--- src/rtl/addsub_pkg.sv ---
package addsub_pkg;

  localparam int FLAG_W = 6;

  typedef enum logic [2:0] {
    OP_ADD   = 3'd0,
    OP_ADC   = 3'd1,
    OP_INC   = 3'd2,
    OP_SUB   = 3'd3,
    OP_SBB   = 3'd4,
    OP_DEC   = 3'd5,
    OP_NEG   = 3'd6,
    OP_SPARE = 3'd7
  } op_e;

  // second adder operand source
  typedef enum logic [1:0] {
    B_SRC  = 2'd0,
    B_DEST = 2'd1,
    B_NONE = 2'd2
  } bsel_e;

  // adder carry-in source
  typedef enum logic [1:0] {
    CIN_ZERO = 2'd0,
    CIN_ONE  = 2'd1,
    CIN_CF   = 2'd2,
    CIN_NCF  = 2'd3
  } cin_e;

  // strobes from control to datapath
  typedef struct packed {
    logic  zeroA;
    bsel_e bSel;
    logic  invB;
    cin_e  cinSel;
    logic  subMode;
    logic  keepCarry;
  } strobe_t;

  typedef struct packed {
    logic overflow;
    logic sign;
    logic zero;
    logic aux;
    logic parity;
    logic carry;
  } flags_t;

endpackage

--- src/rtl/addsub_ctrl.sv ---
module addsub_ctrl
  import addsub_pkg::*;
(
  input  logic [2:0] opSel,
  output strobe_t    strobes
);

  op_e opCode;
  assign opCode = op_e'(opSel);

  always_comb begin
    strobes = '{zeroA: 1'b0, bSel: B_SRC, invB: 1'b0, cinSel: CIN_ZERO,
                subMode: 1'b0, keepCarry: 1'b0};
    unique case (opCode)
      OP_ADD, OP_SPARE: ;
      OP_ADC: strobes.cinSel = CIN_CF;
      OP_INC: begin
        strobes.bSel      = B_NONE;
        strobes.cinSel    = CIN_ONE;
        strobes.keepCarry = 1'b1;
      end
      OP_SUB: begin
        strobes.invB    = 1'b1;
        strobes.cinSel  = CIN_ONE;
        strobes.subMode = 1'b1;
      end
      OP_SBB: begin
        strobes.invB    = 1'b1;
        strobes.cinSel  = CIN_NCF;
        strobes.subMode = 1'b1;
      end
      OP_DEC: begin
        strobes.bSel      = B_NONE;
        strobes.invB      = 1'b1;
        strobes.subMode   = 1'b1;
        strobes.keepCarry = 1'b1;
      end
      OP_NEG: begin
        strobes.zeroA   = 1'b1;
        strobes.bSel    = B_DEST;
        strobes.invB    = 1'b1;
        strobes.cinSel  = CIN_ONE;
        strobes.subMode = 1'b1;
      end
    endcase
  end

endmodule

--- src/rtl/addsub_datapath.sv ---
module addsub_datapath
  import addsub_pkg::*;
#(
  parameter int DATA_W = 16
) (
  input  strobe_t            strobes,
  input  logic               byteMode,
  input  logic               carryIn,
  input  logic [DATA_W-1:0]  destIn,
  input  logic [DATA_W-1:0]  srcIn,
  output logic [DATA_W-1:0]  resultOut,
  output flags_t             nextFlags
);

  localparam int HALF_W  = DATA_W / 2;
  localparam int SUM_W   = DATA_W + 1;
  localparam int NIB_POS = 4;
  localparam int PAR_W   = 8;

  logic [DATA_W-1:0] opMask;
  logic [DATA_W-1:0] aOp;
  logic [DATA_W-1:0] bRaw;
  logic [DATA_W-1:0] bOp;
  logic              cin;
  logic [SUM_W-1:0]  sum;
  logic [SUM_W-1:0]  carryVec;
  logic              carryOutRaw;
  logic              carryIntoMsb;
  logic              signBit;

  assign opMask = byteMode ? {{(DATA_W-HALF_W){1'b0}}, {HALF_W{1'b1}}} : '1;

  always_comb begin
    unique case (strobes.bSel)
      B_SRC:   bRaw = srcIn;
      B_DEST:  bRaw = destIn;
      default: bRaw = '0;
    endcase
  end

  always_comb begin
    unique case (strobes.cinSel)
      CIN_ZERO: cin = 1'b0;
      CIN_ONE:  cin = 1'b1;
      CIN_CF:   cin = carryIn;
      CIN_NCF:  cin = ~carryIn;
    endcase
  end

  assign aOp = (strobes.zeroA ? '0 : destIn) & opMask;
  assign bOp = (strobes.invB ? ~bRaw : bRaw) & opMask;

  // single carry chain; subtraction runs as a + ~b + cin
  assign sum      = {1'b0, aOp} + {1'b0, bOp} + SUM_W'(cin);
  assign carryVec = sum ^ {1'b0, aOp} ^ {1'b0, bOp};

  assign carryOutRaw  = byteMode ? carryVec[HALF_W]   : carryVec[DATA_W];
  assign carryIntoMsb = byteMode ? carryVec[HALF_W-1] : carryVec[DATA_W-1];
  assign signBit      = byteMode ? sum[HALF_W-1]      : sum[DATA_W-1];

  assign resultOut = sum[DATA_W-1:0] & opMask;

  always_comb begin
    nextFlags.carry    = strobes.keepCarry ? carryIn : (carryOutRaw ^ strobes.subMode);
    nextFlags.aux      = carryVec[NIB_POS] ^ strobes.subMode;
    nextFlags.parity   = ~^resultOut[PAR_W-1:0];
    nextFlags.zero     = (resultOut == '0);
    nextFlags.sign     = signBit;
    nextFlags.overflow = carryOutRaw ^ carryIntoMsb;
  end

endmodule

--- src/rtl/addsub_flagreg.sv ---
module addsub_flagreg
  import addsub_pkg::*;
(
  input  logic   clk,
  input  logic   rstN,
  input  logic   loadEn,
  input  flags_t nextFlags,
  output flags_t flagsQ
);

  always_ff @(posedge clk) begin
    if (!rstN)       flagsQ <= '0;
    else if (loadEn) flagsQ <= nextFlags;
  end

endmodule

--- src/rtl/addsub_unit.sv ---
module addsub_unit
  import addsub_pkg::*;
#(
  parameter int DATA_W = 16
) (
  input  logic              clk,
  input  logic              rstN,
  input  logic              execEn,
  input  logic [2:0]        opSel,
  input  logic              byteMode,
  input  logic [DATA_W-1:0] destIn,
  input  logic [DATA_W-1:0] srcIn,
  output logic [DATA_W-1:0] resultOut,
  output logic [FLAG_W-1:0] flagsOut
);

  strobe_t strobes;
  flags_t  nextFlags;
  flags_t  flagsQ;

  addsub_ctrl u_ctrl (
    .opSel   (opSel),
    .strobes (strobes)
  );

  addsub_datapath #(.DATA_W(DATA_W)) u_dp (
    .strobes   (strobes),
    .byteMode  (byteMode),
    .carryIn   (flagsQ.carry),
    .destIn    (destIn),
    .srcIn     (srcIn),
    .resultOut (resultOut),
    .nextFlags (nextFlags)
  );

  addsub_flagreg u_flags (
    .clk       (clk),
    .rstN      (rstN),
    .loadEn    (execEn),
    .nextFlags (nextFlags),
    .flagsQ    (flagsQ)
  );

  assign flagsOut = flagsQ;

endmodule

--- config.mk ---
export PLATFORM = sky130hd
export DESIGN_NAME = addsub_unit
export DESIGN_NICKNAME = d
export VERILOG_FILES = /design/src/rtl/addsub_pkg.sv /design/src/rtl/addsub_ctrl.sv /design/src/rtl/addsub_datapath.sv /design/src/rtl/addsub_flagreg.sv /design/src/rtl/addsub_unit.sv
export SDC_FILE = /design/constraint.sdc
export NUM_CORES = 1
export LEC_CHECK = 0
export BUFFER_PORTS_ARGS = -buffer_cell sky130_fd_sc_hd__buf_2
export CAP_MARGIN = 5
export CORE_UTILIZATION = 30
export DETAILED_ROUTE_END_ITERATION = 8
export PLACE_DENSITY = 0.57
export RECOVER_POWER = 50
export SYNTH_ARGS = -nofsm -noshare
export SYNTH_HDL_FRONTEND = slang
export SYNTH_SLANG_ARGS = --single-unit
--- constraint.sdc ---
create_clock -name clk -period 5.42 [get_ports clk]
set_input_delay 1.084 -clock clk [delete_from_list [all_inputs] [get_ports clk]]
set_output_delay 1.084 -clock clk [all_outputs]
set_load 0.02 [all_outputs]
# --- Word-level counts from Yosys, hierarchy flattened ---
# Cells that the tools add are included.
word_totals:
  elab_cells: 50
  input_bits: 39
  reg_bits: 6
  out_inout_bits: 22
op_classes:
  reduce_logical: 8
  n_mux: 13
  n_bitwise: 11
  n_eq_ne: 10
  add_sub_neg: 2
ops:
  columns: ["operator", "count"]
  rows:
  - ["bitwise AND 16 bit", 3]
  - ["2-to-1 mux 16 bit", 3]
  - ["XOR 17 x 16 -> 17 bit", 2]
  - ["one-hot mux 16 bit (2 select lines)", 1]
  - ["adder 16 x 16 -> 17 bit", 1]
  - ["adder 17 x 1 -> 17 bit", 1]
  - ["logical NOT 16 bit", 1]
  - ["NOT 16 bit", 1]
  - ["equality test 3 bit (second input constant)", 3]
  - ["XNOR reduction 8 bit", 1]
  - ["equality test 3 x 2 -> 1 bit (second input constant)", 2]
  - ["2-to-1 mux 1 bit", 6]
  - ["one-hot mux 2 bit (3 select lines)", 1]
  - ["equality test 2 x 1 -> 1 bit (second input constant)", 2]
  - ["equality test 2 bit (second input constant)", 2]
  - ["logical NOT 2 bit", 2]
  - ["one-hot mux 1 bit (4 select lines)", 1]
  - ["one-hot mux 2 bit (2 select lines)", 1]
  - ["OR reduction 4 bit", 1]
  - ["equality test 3 x 1 -> 1 bit (second input constant)", 1]
  - ["OR reduction 3 bit", 1]
  - ["XOR 1 bit", 3]
  - ["NOT 1 bit", 2]
  - ["AND reduction 2 bit", 1]
  - ["OR reduction 2 bit", 1]

# --- Depth between registers and ports, before layout ---
# Gate-level depths: netlist of the first run.
depth:
  depth_word: 14
  depth_mapped: 19
  mapped_depth_nobuf: 17

# --- Hierarchy ---
# A second synthesis of the first run with hierarchy kept.
hier_totals:
  cells_unflattened: 286
  hier_area_um2: 2125.8
by_module_without_submodules:
  columns: ["module", "n_inst", "seq_area_each_um2", "area_per_inst_um2", "cells_per_inst"]
  rows:
  - ["addsub_datapath", 1, 0.0, 1814.2, 254]
  - ["addsub_flagreg", 1, 120.1, 229.0, 19]
  - ["addsub_ctrl", 1, 0.0, 82.6, 13]

# --- Worst setup path after synthesis of the first run ---
# Ideal clock, no wire load.
synth_timing:
  path_type: "input -> output"
  startpoint: "in opSel[0]"
  endpoint: "out resultOut[10]"
  cell_stages: 14
  arrival_ps: 4100
  path_slack_ps: 236
  n_path_buf: 3
  required_time_ps: 4336
  cell_sequence: "clkbuf_1 -> nand2b_1 -> clkbuf_1 -> clkbuf_1 -> o211ai_1 -> o21ai_0 -> fa_1 -> fa_1 -> nor2b_4 -> o2111a_1 -> or4_4 -> a41oi_1 -> xor2_1 -> nor2_1"
synth_via:
  elab_chain_cells: 11
  elab_cells_between_ends: 29
  cone_classes: "2 x add/sub; 10 x eq/ne; 8 x mux; 4 x bitwise; 5 x reduce/logical"
synth_rtl:
  columns: ["element", "line_no", "text"]
  rows:
  - ["start, declared", "addsub_unit.sv:9", "input logic [2:0] opSel,"]
  - ["equality test 3 bit or equality test 3 x 2 -> 1 bit (tied branches)", "addsub_ctrl.sv:14", "unique case (opCode)"]
  - ["OR reduction 2 bit (no source line)", null, null]
  - ["one-hot mux 2 bit (2 select lines)", "addsub_ctrl.sv:14", null]
  - ["equality test 2 x 1 -> 1 bit or logical NOT 2 bit (tied branches)", "addsub_datapath.sv:34", "unique case (strobes.bSel)"]
  - ["one-hot mux 16 bit (2 select lines)", "addsub_datapath.sv:34", null]
  - ["NOT 16 bit", "addsub_datapath.sv:51", "assign bOp = (strobes.invB ? ~bRaw : bRaw) & opMask;"]
  - ["2-to-1 mux 16 bit", "addsub_datapath.sv:51", null]
  - ["bitwise AND 16 bit", "addsub_datapath.sv:51", null]
  - ["adder 16 x 16 -> 17 bit", "addsub_datapath.sv:54", "assign sum = {1'b0, aOp} + {1'b0, bOp} + SUM_W'(cin);"]
  - ["adder 17 x 1 -> 17 bit (*)", "addsub_datapath.sv:54", null]
  - ["bitwise AND 16 bit (*)", "addsub_datapath.sv:61", "assign resultOut = sum[DATA_W-1:0] & opMask;"]
  - ["end, declared", "addsub_unit.sv:13", "output logic [DATA_W-1:0] resultOut,"]
# Mark *: on every way between the ends. The rest lies on a longest branch, timed or not.

# --- Final worst setup path of the first run ---
layout_timing:
  startpoint: "in opSel[0]"
  endpoint: "out resultOut[12]"
# The elaborated chain is that of the path after synthesis.

==> results of run 1 <==
==> worst max-delay path by stage <==
stage,to,depth (start not counted),startpoint,slack (ps)
after floorplan,resultOut[10],14,opSel[0],240
after global routing,resultOut[15],14,opSel[1],30
after detailed placement,resultOut[15],13,opSel[0],250
after CTS,resultOut[12],12,opSel[0],230
final,resultOut[12],12,opSel[0],220
after global placement,resultOut[12],12,opSel[0],250
==> cells by family after synthesis <==
logic type	count (synthesis)	share of synthesized area, %
simple gates	108	26.3
fa+ha+maj	21	13.0
flops	6	5.63
buf+inv	35	6.34
mux	18	8.86
compound gates	103	32.0
xor+xnor	19	7.81
==> layer usage <==
layer / vias up / wire [microns] / track usage [%]
met3: 2 / 235 / 0.667
met2: 49 / 2610 / 24.5
met4: 0 / 8 / 2.27
met5: - / 0 / 0
met1: 1087 / 3240 / 25.4
li1: 1242 / - / -
==> critical path: cells and delay by family <==
family                     cells  cell delay (ps)
and+or+nand+nor                4             1100
AOI/OAI and AO/OA              4              770
muxes                          1              380
buffers and inverters          2              370
adders and majority gates      1              370
==> synthesized netlist by cell type (2+ instances only) <==
library cell and number:
a21oi_1 28, o221ai_1 9, nand3_1 5, xor2_1 5, mux2_2 7, buf_1 4
mux2i_1 11, fa_1 2, nor4_1 2, a21o_1 7, a2111oi_0 2, inv_1 15
a2111o_1 2, o21ai_0 22, ha_1 19, and2_1 9, nand3b_1 3, nor2b_1 8
o211ai_1 13, and3_1 9, clkbuf_1 15, a311oi_1 2, dfxtp_1 6, nor2_1 34
nand2_1 19, a31oi_1 3, nand2b_1 9, o21a_1 6, nand4_1 2, xnor2_1 14
==> final cells by class <==
type                            count  area [sq um]
Clock buffer                        3          41.3
Inverter                           15          56.3
Fill cell                         762          4260
Multi-Input combinational cell    269          1880
Sequential cell                     6           120
Timing Repair Buffer               69           357
Tap cell                           96           120
==> stage by stage <==
stage | worst slack, ps | hold slack (ps) | std cells | total power, mW
after floorplan | 236 | 530 | 310 | 0.354
after global placement | 248 | 474 | 455 | 0.459
after detailed placement | 251 | 483 | 455 | 0.462
after CTS | 228 | 491 | 458 | 0.531
after global routing | 34.6 | 505 | 458 | 0.575
final | 225 | 493 | 458 | 0.525
==> report_power, final <==
group	internal, mW	switching [mW]	leakage [nW]
clock network	0.0476	0.0179	0.0216
registers	0.0511	0.00317	0.0495
logic	0.171	0.234	1.11
total	0.269	0.255	1.18
==> results.cfg, run 1 <==
[worst_setup_path]
reg2reg_slack_ps = 1410
cpMostUsedCell = buf_2
slowest_stage = or4_4
critical_path_class = in2out
cp-start-kind = input port
cp_max_fo = 13
path_cells = buf_2 > nand2b_1 > o221ai_1 > nand2_1 > o21ai_0 > ha_1 > nor2b_4 > o2111a_1 > or4_4 > a211oi_1 > mux2_2 > buf_2
r2r-start = u_flags.flagsQ[0]$_SDFFE_PN0P_
ff2ff_path_depth = 12
required_ps = 4340
slowest_delay_ps = 510
arrival_ps = 4110
r2r-end = u_flags.flagsQ[3]$_SDFFE_PN0P_
end_kind = output pin

[min_path]
whs_path_depth = 2
min_to = u_flags.flagsQ[3]$_SDFFE_PN0P_
hold_class = reg2reg
hold_start = u_flags.flagsQ[3]$_SDFFE_PN0P_

[clock_network]
postCtsSetupBuffers = 0
tritoncts = built
clock_latency_ps = 220
cts_hold_buf = 0
cts_resized = 0
cts_inserted_buffers = 3
clk_pin_slew_ps = 40
clk_path_buf_depth = 2
cts_max_level = 1
cts_root_buf = clkbuf_8
cts_sinks = 6

[logic_synthesis]
ys_seq_area_share_pct = 5.63
netlist_instances = 310
synth_nets = 370
async_flop_share_pct = 0
synth.distinct_cells = 48
yosys-top-cells-area = ha_1, a21oi_1, nor2_1
synthFlopType = dfxtp_1
yosys.area.top_type = ha_1
yosys.area.top_type_share_pct = 11.2
syn_area_per_cell_sq_um = 6.88
synth_seq_cells = 6
synth-edff-count = 0
yosys_warnings = 0
syn-cell-area_sq_um = 2130

[timing]
setup_viol = 0
tightestPinTransition_ps = 558
drv_slew = 0
setup-tns-final_ps = 0
fmax_mhz = 192
min_period_ps = 5200
slew_headroom_pct = 61.8
post-route-period-util_pct = 95.9
hold_viol_final = 0
rsz0062_at_grt = no
clock_skew_ps = 0.684

[layout]
final_cell_area_sq_um = 2570
final_common_cell = buf_2
drive_gt1_share_pct = 21.0
top_regs = u_flags.flagsQ x6
area_growth_pct = 20.7
fin_nets = 424
largest_register = u_flags.flagsQ
fin_util_pct = 37.7
antennaDiodeCount = 0
final_cell_mix = buf_2, nor2_1, a21oi_1
largest_register_ffs = 6

[placed_design]
gp_congestion = 0.851
hpwl_microns = 4990
dpl_cell_area_sq_um = 2540
io_buffers = 60

[global_routing]
grtUsageTotal_pct = 16.2
overflow = 0
antenna_found_initial = 0
grt_max_degree = 23
grt_first_pass_wirelength_microns = 9920
grt_pass1_vias = 2094

[run]
cap_viol_max_count = 0

[floorplanning]
die_y_microns = 86.3
die_area_sq_um = 7450
core_sq_um = 6830
start_util_pct = 31.2
die_w_microns = 86.3
io_pins = 61
rows = 30

[detailed_routing]
num_vias = 2380
drcViolationCount = 0
dr.pass1.iters = 4
drt-total-wl_microns = 6100
drt_iter0_markers = 119
viasPerCell = 5.20
post_drt_wl_per_cell_microns = 13.3
ant_nets = 0

[pwr]
power.leakage_nw = 1.18
power_density_nw_per_um2 = 204
peakVddDrop_v = 0.0000856

[outcome]
status = finished clean
No activity file was read; power rests on OpenSTA's default activity.
==> run 2, diff against run 1 <==
- clock period: 5.42 -> 6.2 ns (I/O delays scaled with it)
==> run 2 against run 1 <==
Final cell count is 0.87% lower. First-iteration DRC count is 13% higher. Clock-buffer cell count stayed put. Sequential share of layout area is 0.055 points higher. Combinational power is 13% lower. Flip-flop and latch count stayed put. Core utilization is 0.44 points lower. Critical endpoint unchanged.
==> results.cfg, run 2 (synthesized netlist as in run 1, its figures left out) <==
[timing]
whs_ps = 493
hold_viol_final = 0
slew_headroom_pct = 61.2
setup_viol = 0
min_period_ps = 5690
rsz0062_at_grt = no
drv_slew = 0
setup-tns-final_ps = 0
clock_skew_ps = 0.824
fmax_mhz = 176
post-route-period-util_pct = 91.7
tightestPinTransition_ps = 567

[pwr]
power_frac_comb_pct = 76.7
seqPwrFrac_pct = 10.4
internal_power_uw = 234
pwr-share-clk_pct = 12.8
switching_share_pct = 49.0
peakVddDrop_v = 0.0000897
power.leakage_nw = 1.17
power_density_nw_per_um2 = 180
p_sw_uw = 224

[floorplanning]
die_y_microns = 86.3
die_area_sq_um = 7450
die_w_microns = 86.3
io_pins = 61
rows = 30
core_sq_um = 6830
start_util_pct = 31.2

[clock_network]
clk_path_buf_depth = 2
clk_pin_slew_ps = 40
cts_root_buf = clkbuf_8
cts_resized = 0
clock_latency_ps = 220
cts_sinks = 6
postCtsSetupBuffers = 0
cts_hold_buf = 0
tritoncts = built
cts_inserted_buffers = 3
cts_max_level = 1

[run]
cap_viol_max_count = 0

[global_routing]
grt_pass1_vias = 2116
grtUsageTotal_pct = 16.2
use_met1_pct = 23.8
grt.busiest_layer = met2
grt_first_pass_wirelength_microns = 9940
overflow = 0
use_met2_pct = 25.7
grt_util_met3_pct = 0.762
antenna_found_initial = 0
grt_max_degree = 24

[detailed_routing]
drt-total-wl_microns = 6090
post_drt_wl_per_cell_microns = 13.4
ant_nets = 0
dr.pass1.iters = 5
drt_iter0_markers = 134
num_vias = 2346
viasPerCell = 5.17
drcViolationCount = 0

[layout]
nFillCells = 780
multi_input_area_sq_um = 1880
stdcell_count = 454
top_regs = u_flags.flagsQ x6
fin_util_pct = 37.2
ff_latch_area_sq_um = 120
area_growth_pct = 19.2
antennaDiodeCount = 0
drive_gt1_share_pct = 20.4
largest_register_ffs = 6
final_common_cell = buf_2
final_cell_mix = buf_2, nor2_1, a21oi_1
fin_nets = 420
final_cell_area_sq_um = 2540
largest_register = u_flags.flagsQ

[min_path]
hold_start = u_flags.flagsQ[3]$_SDFFE_PN0P_
hold_class = reg2reg

[outcome]
status = finished clean

[placed_design]
dpl.cell_count = 451
io_buffers = 60
hpwl_microns = 4960
dpl_cell_area_sq_um = 2510
gp_congestion = 0.894

[worst_setup_path]
startpoint = opSel[1]
cp-start-kind = input port
slowest_delay_ps = 510
arrival_ps = 4450
path_buf_inv = 2
path_cells = buf_2 > nand2_1 > mux2_2 > o21ai_0 > ha_1 > nor2b_4 > o2111a_1 > or4_4 > a211oi_1 > mux2_2 > buf_2
cp_max_fo = 23
cp_top_family = simple AND/OR/NAND/NOR gates
end_kind = output pin
required_ps = 4960
critical_path_class = in2out
slowest_stage = or4_4
r2r-start = u_flags.flagsQ[0]$_SDFFE_PN0P_
-- run 2: through the flow --
step | power (mW) | setup slack [ps]
finish | 0.458 | 513
detailed placement | 0.402 | 577
global placement | 0.398 | 555
global route | 0.503 | 290
floorplan | 0.309 | 704
CTS | 0.463 | 547
-- run 2: worst paths after layout --
check / cells after the start / slack [ps] / end
setup / recovery: 11 / 510 / resultOut[12]
hold / removal: 2 / 490 / u_flags.flagsQ[3]$_SDFFE_PN0P_
setup reg to reg: 12 / 2280 / u_flags.flagsQ[3]$_SDFFE_PN0P_
hold reg to reg: 2 / 490 / u_flags.flagsQ[3]$_SDFFE_PN0P_
-- run 2: area by class of cell --
cell class              count  area share, %
multi-input cells         269           73.8
clock buffers               3           1.62
inverters                  15           2.21
repair buffers             65           12.9
flip-flops and latches      6           4.72
well taps                  96           4.72
-- run 2: routing by layer --
| layer | up-vias | wire length [microns] |
|---|---|---|
| met5 | - | 0 |
| li1 | 1225 | - |
| met1 | 1061 | 3140 |
| met3 | 4 | 275 |
| met2 | 56 | 2620 |
| met4 | 0 | 51 |
-- run 2: worst reg2reg max path, delay by kind of cell, from the launching register on --
family	cells	cell delay (ps)
compound gates	6	1630
mux	2	720
simple gates	2	570
fa+ha+maj	2	520
flops	1	380
-- run 2: power groups by stage --
stage / clock (mW) / combinational (mW) / sequential (mW)
CTS: 0.0607 / 0.355 / 0.0476
finish: 0.0588 / 0.352 / 0.0477
global placement: 0 / 0.350 / 0.0480
floorplan: 0 / 0.255 / 0.0538
global route: 0.0628 / 0.392 / 0.0486
detailed placement: 0 / 0.354 / 0.0481
==> run 3, diff against run 2 <==
- CORE_ASPECT_RATIO: unset -> 0.7
==> run 3 against run 2 <==
Clock power down 2%. Final cell count down 0.44%. Sequential share of layout area about the same. Critical path type unchanged. Largest cell class unchanged. Highest routed layer unchanged.
==> results.cfg, run 3 (synthesized netlist as in run 1, its figures left out) <==
[clock_network]
cts_max_level = 1
clk_path_buf_depth = 2
cts_sinks = 6
cts_hold_buf = 0
clk_pin_slew_ps = 40
tritoncts = built
cts_resized = 0
cts_inserted_buffers = 3
postCtsSetupBuffers = 0
clock_latency_ps = 220
cts_root_buf = clkbuf_8

[outcome]
status = finished clean

[layout]
area_growth_pct = 18.9
stdcell_count = 452
fin_nets = 420
final_cell_area_sq_um = 2530
fin_util_pct = 37.2
nFillCells = 776
top_regs = u_flags.flagsQ x6
final_cell_mix = buf_2, nor2_1, a21oi_1
largest_register = u_flags.flagsQ
final_common_cell = buf_2
drive_gt1_share_pct = 19.8
largest_register_ffs = 6
antennaDiodeCount = 0

[timing]
rsz0062_at_grt = no
whs_ps = 500
fmax_mhz = 167
setup-tns-final_ps = 0
hold_viol_final = 0
worst_slack_ps = 197
post-route-period-util_pct = 96.8
setup_viol = 0
drv_slew = 0
clock_skew_ps = 1.75
slew_headroom_pct = 61.4
min_period_ps = 6000
tightestPinTransition_ps = 564

[global_routing]
grt_first_pass_wirelength_microns = 11100
antenna_found_initial = 0
grt_max_degree = 29
grtUsageTotal_pct = 18.9
overflow = 0
grt_pass1_vias = 2160

[floorplanning]
io_pins = 61
die_w_microns = 103
core_sq_um = 6820
start_util_pct = 31.3
die_area_sq_um = 7450
rows = 25
die_y_microns = 72.5

[worst_setup_path]
cp_max_fo = 28
r2r-end = u_flags.flagsQ[3]$_SDFFE_PN0P_
ff2ff_path_depth = 12
critical_path_class = in2out
end_kind = output pin
required_ps = 4960
arrival_ps = 4760
cp-start-kind = input port
r2r-start = u_flags.flagsQ[0]$_SDFFE_PN0P_
reg2reg_slack_ps = 2180

[pwr]
power_density_nw_per_um2 = 183
power.leakage_nw = 1.16
peakVddDrop_v = 0.000106
power_uw = 465

[detailed_routing]
post_drt_wl_per_cell_microns = 15.5
drcViolationCount = 0
drt-total-wl_microns = 7010
drt_iter0_markers = 165
num_vias = 2460
ant_nets = 0
wl_met1_microns = 3960
met2_length_microns = 2540
met3_length_microns = 492
dr.pass1.iters = 5
highest_layer = met4
viasPerCell = 5.44

[placed_design]
hpwl_microns = 5710
dpl.cell_count = 449
preCtsSetupSlack_ps = 436
gp_congestion = 0.831
io_buffers = 60
dpl_cell_area_sq_um = 2510

[min_path]
whs_path_depth = 2
hold_start = u_flags.flagsQ[3]$_SDFFE_PN0P_
hold_class = reg2reg
min_to = u_flags.flagsQ[3]$_SDFFE_PN0P_

[run]
cap_viol_max_count = 0
[run 3: cell count changes in the layout (fill, tap and decap cells not counted)]
cell and change:
buf_4 -1, and2_1 +1, clkbuf_1 +2, and2_0 -1, buf_2 -1
[run 3: power breakdown]
group	leakage [nW]	internal, mW	total (mW)	switching, mW
Combinational	1.09	0.147	0.360	0.213
Sequential	0.0495	0.0447	0.0477	0.00306
Clock	0.0216	0.0416	0.0574	0.0157
[run 3: area by class of cell]
| class | instances | area, sq um | share of cell area, % |
|---|---|---|---|
| Multi-Input combinational cell | 269 | 1880 | 74.0 |
| Timing Repair Buffer | 65 | 323 | 12.7 |
| Sequential cell | 6 | 120 | 4.74 |
| Tap cell | 94 | 118 | 4.64 |
| Inverter | 15 | 56.3 | 2.22 |
| Clock buffer | 3 | 41.3 | 1.63 |
[run 3: worst max path at each step]
stage,startpoint,to,slack [ps],depth (start not counted)
floorplan,opSel[0],resultOut[10],700,14
global placement,opSel[0],resultOut[12],520,11
detailed placement,opSel[0],resultOut[15],440,13
CTS,opSel[0],resultOut[15],430,13
global route,opSel[0],resultOut[15],70,14
finish,opSel[0],resultOut[15],200,14
[run 3: worst max-delay path: stages]
cell       delay (ps)
buf_2             380
nand2b_1          380
clkbuf_1          440
o211ai_1          130
o21ai_0           110
nor2_1             90
ha_1              440
a21oi_1           100
a21oi_1           170
inv_1              90
a2111oi_0         550
a311oi_1          170
nor2_1            250
buf_2             220
[run 3: routing by layer]
layer | global-route usage [%] | vias up
met1 | 32.7 | 1111
met3 | 1.35 | 4
met4 | 3.44 | 0
li1 | - | 1230
met5 | 0 | -
met2 | 23.9 | 115
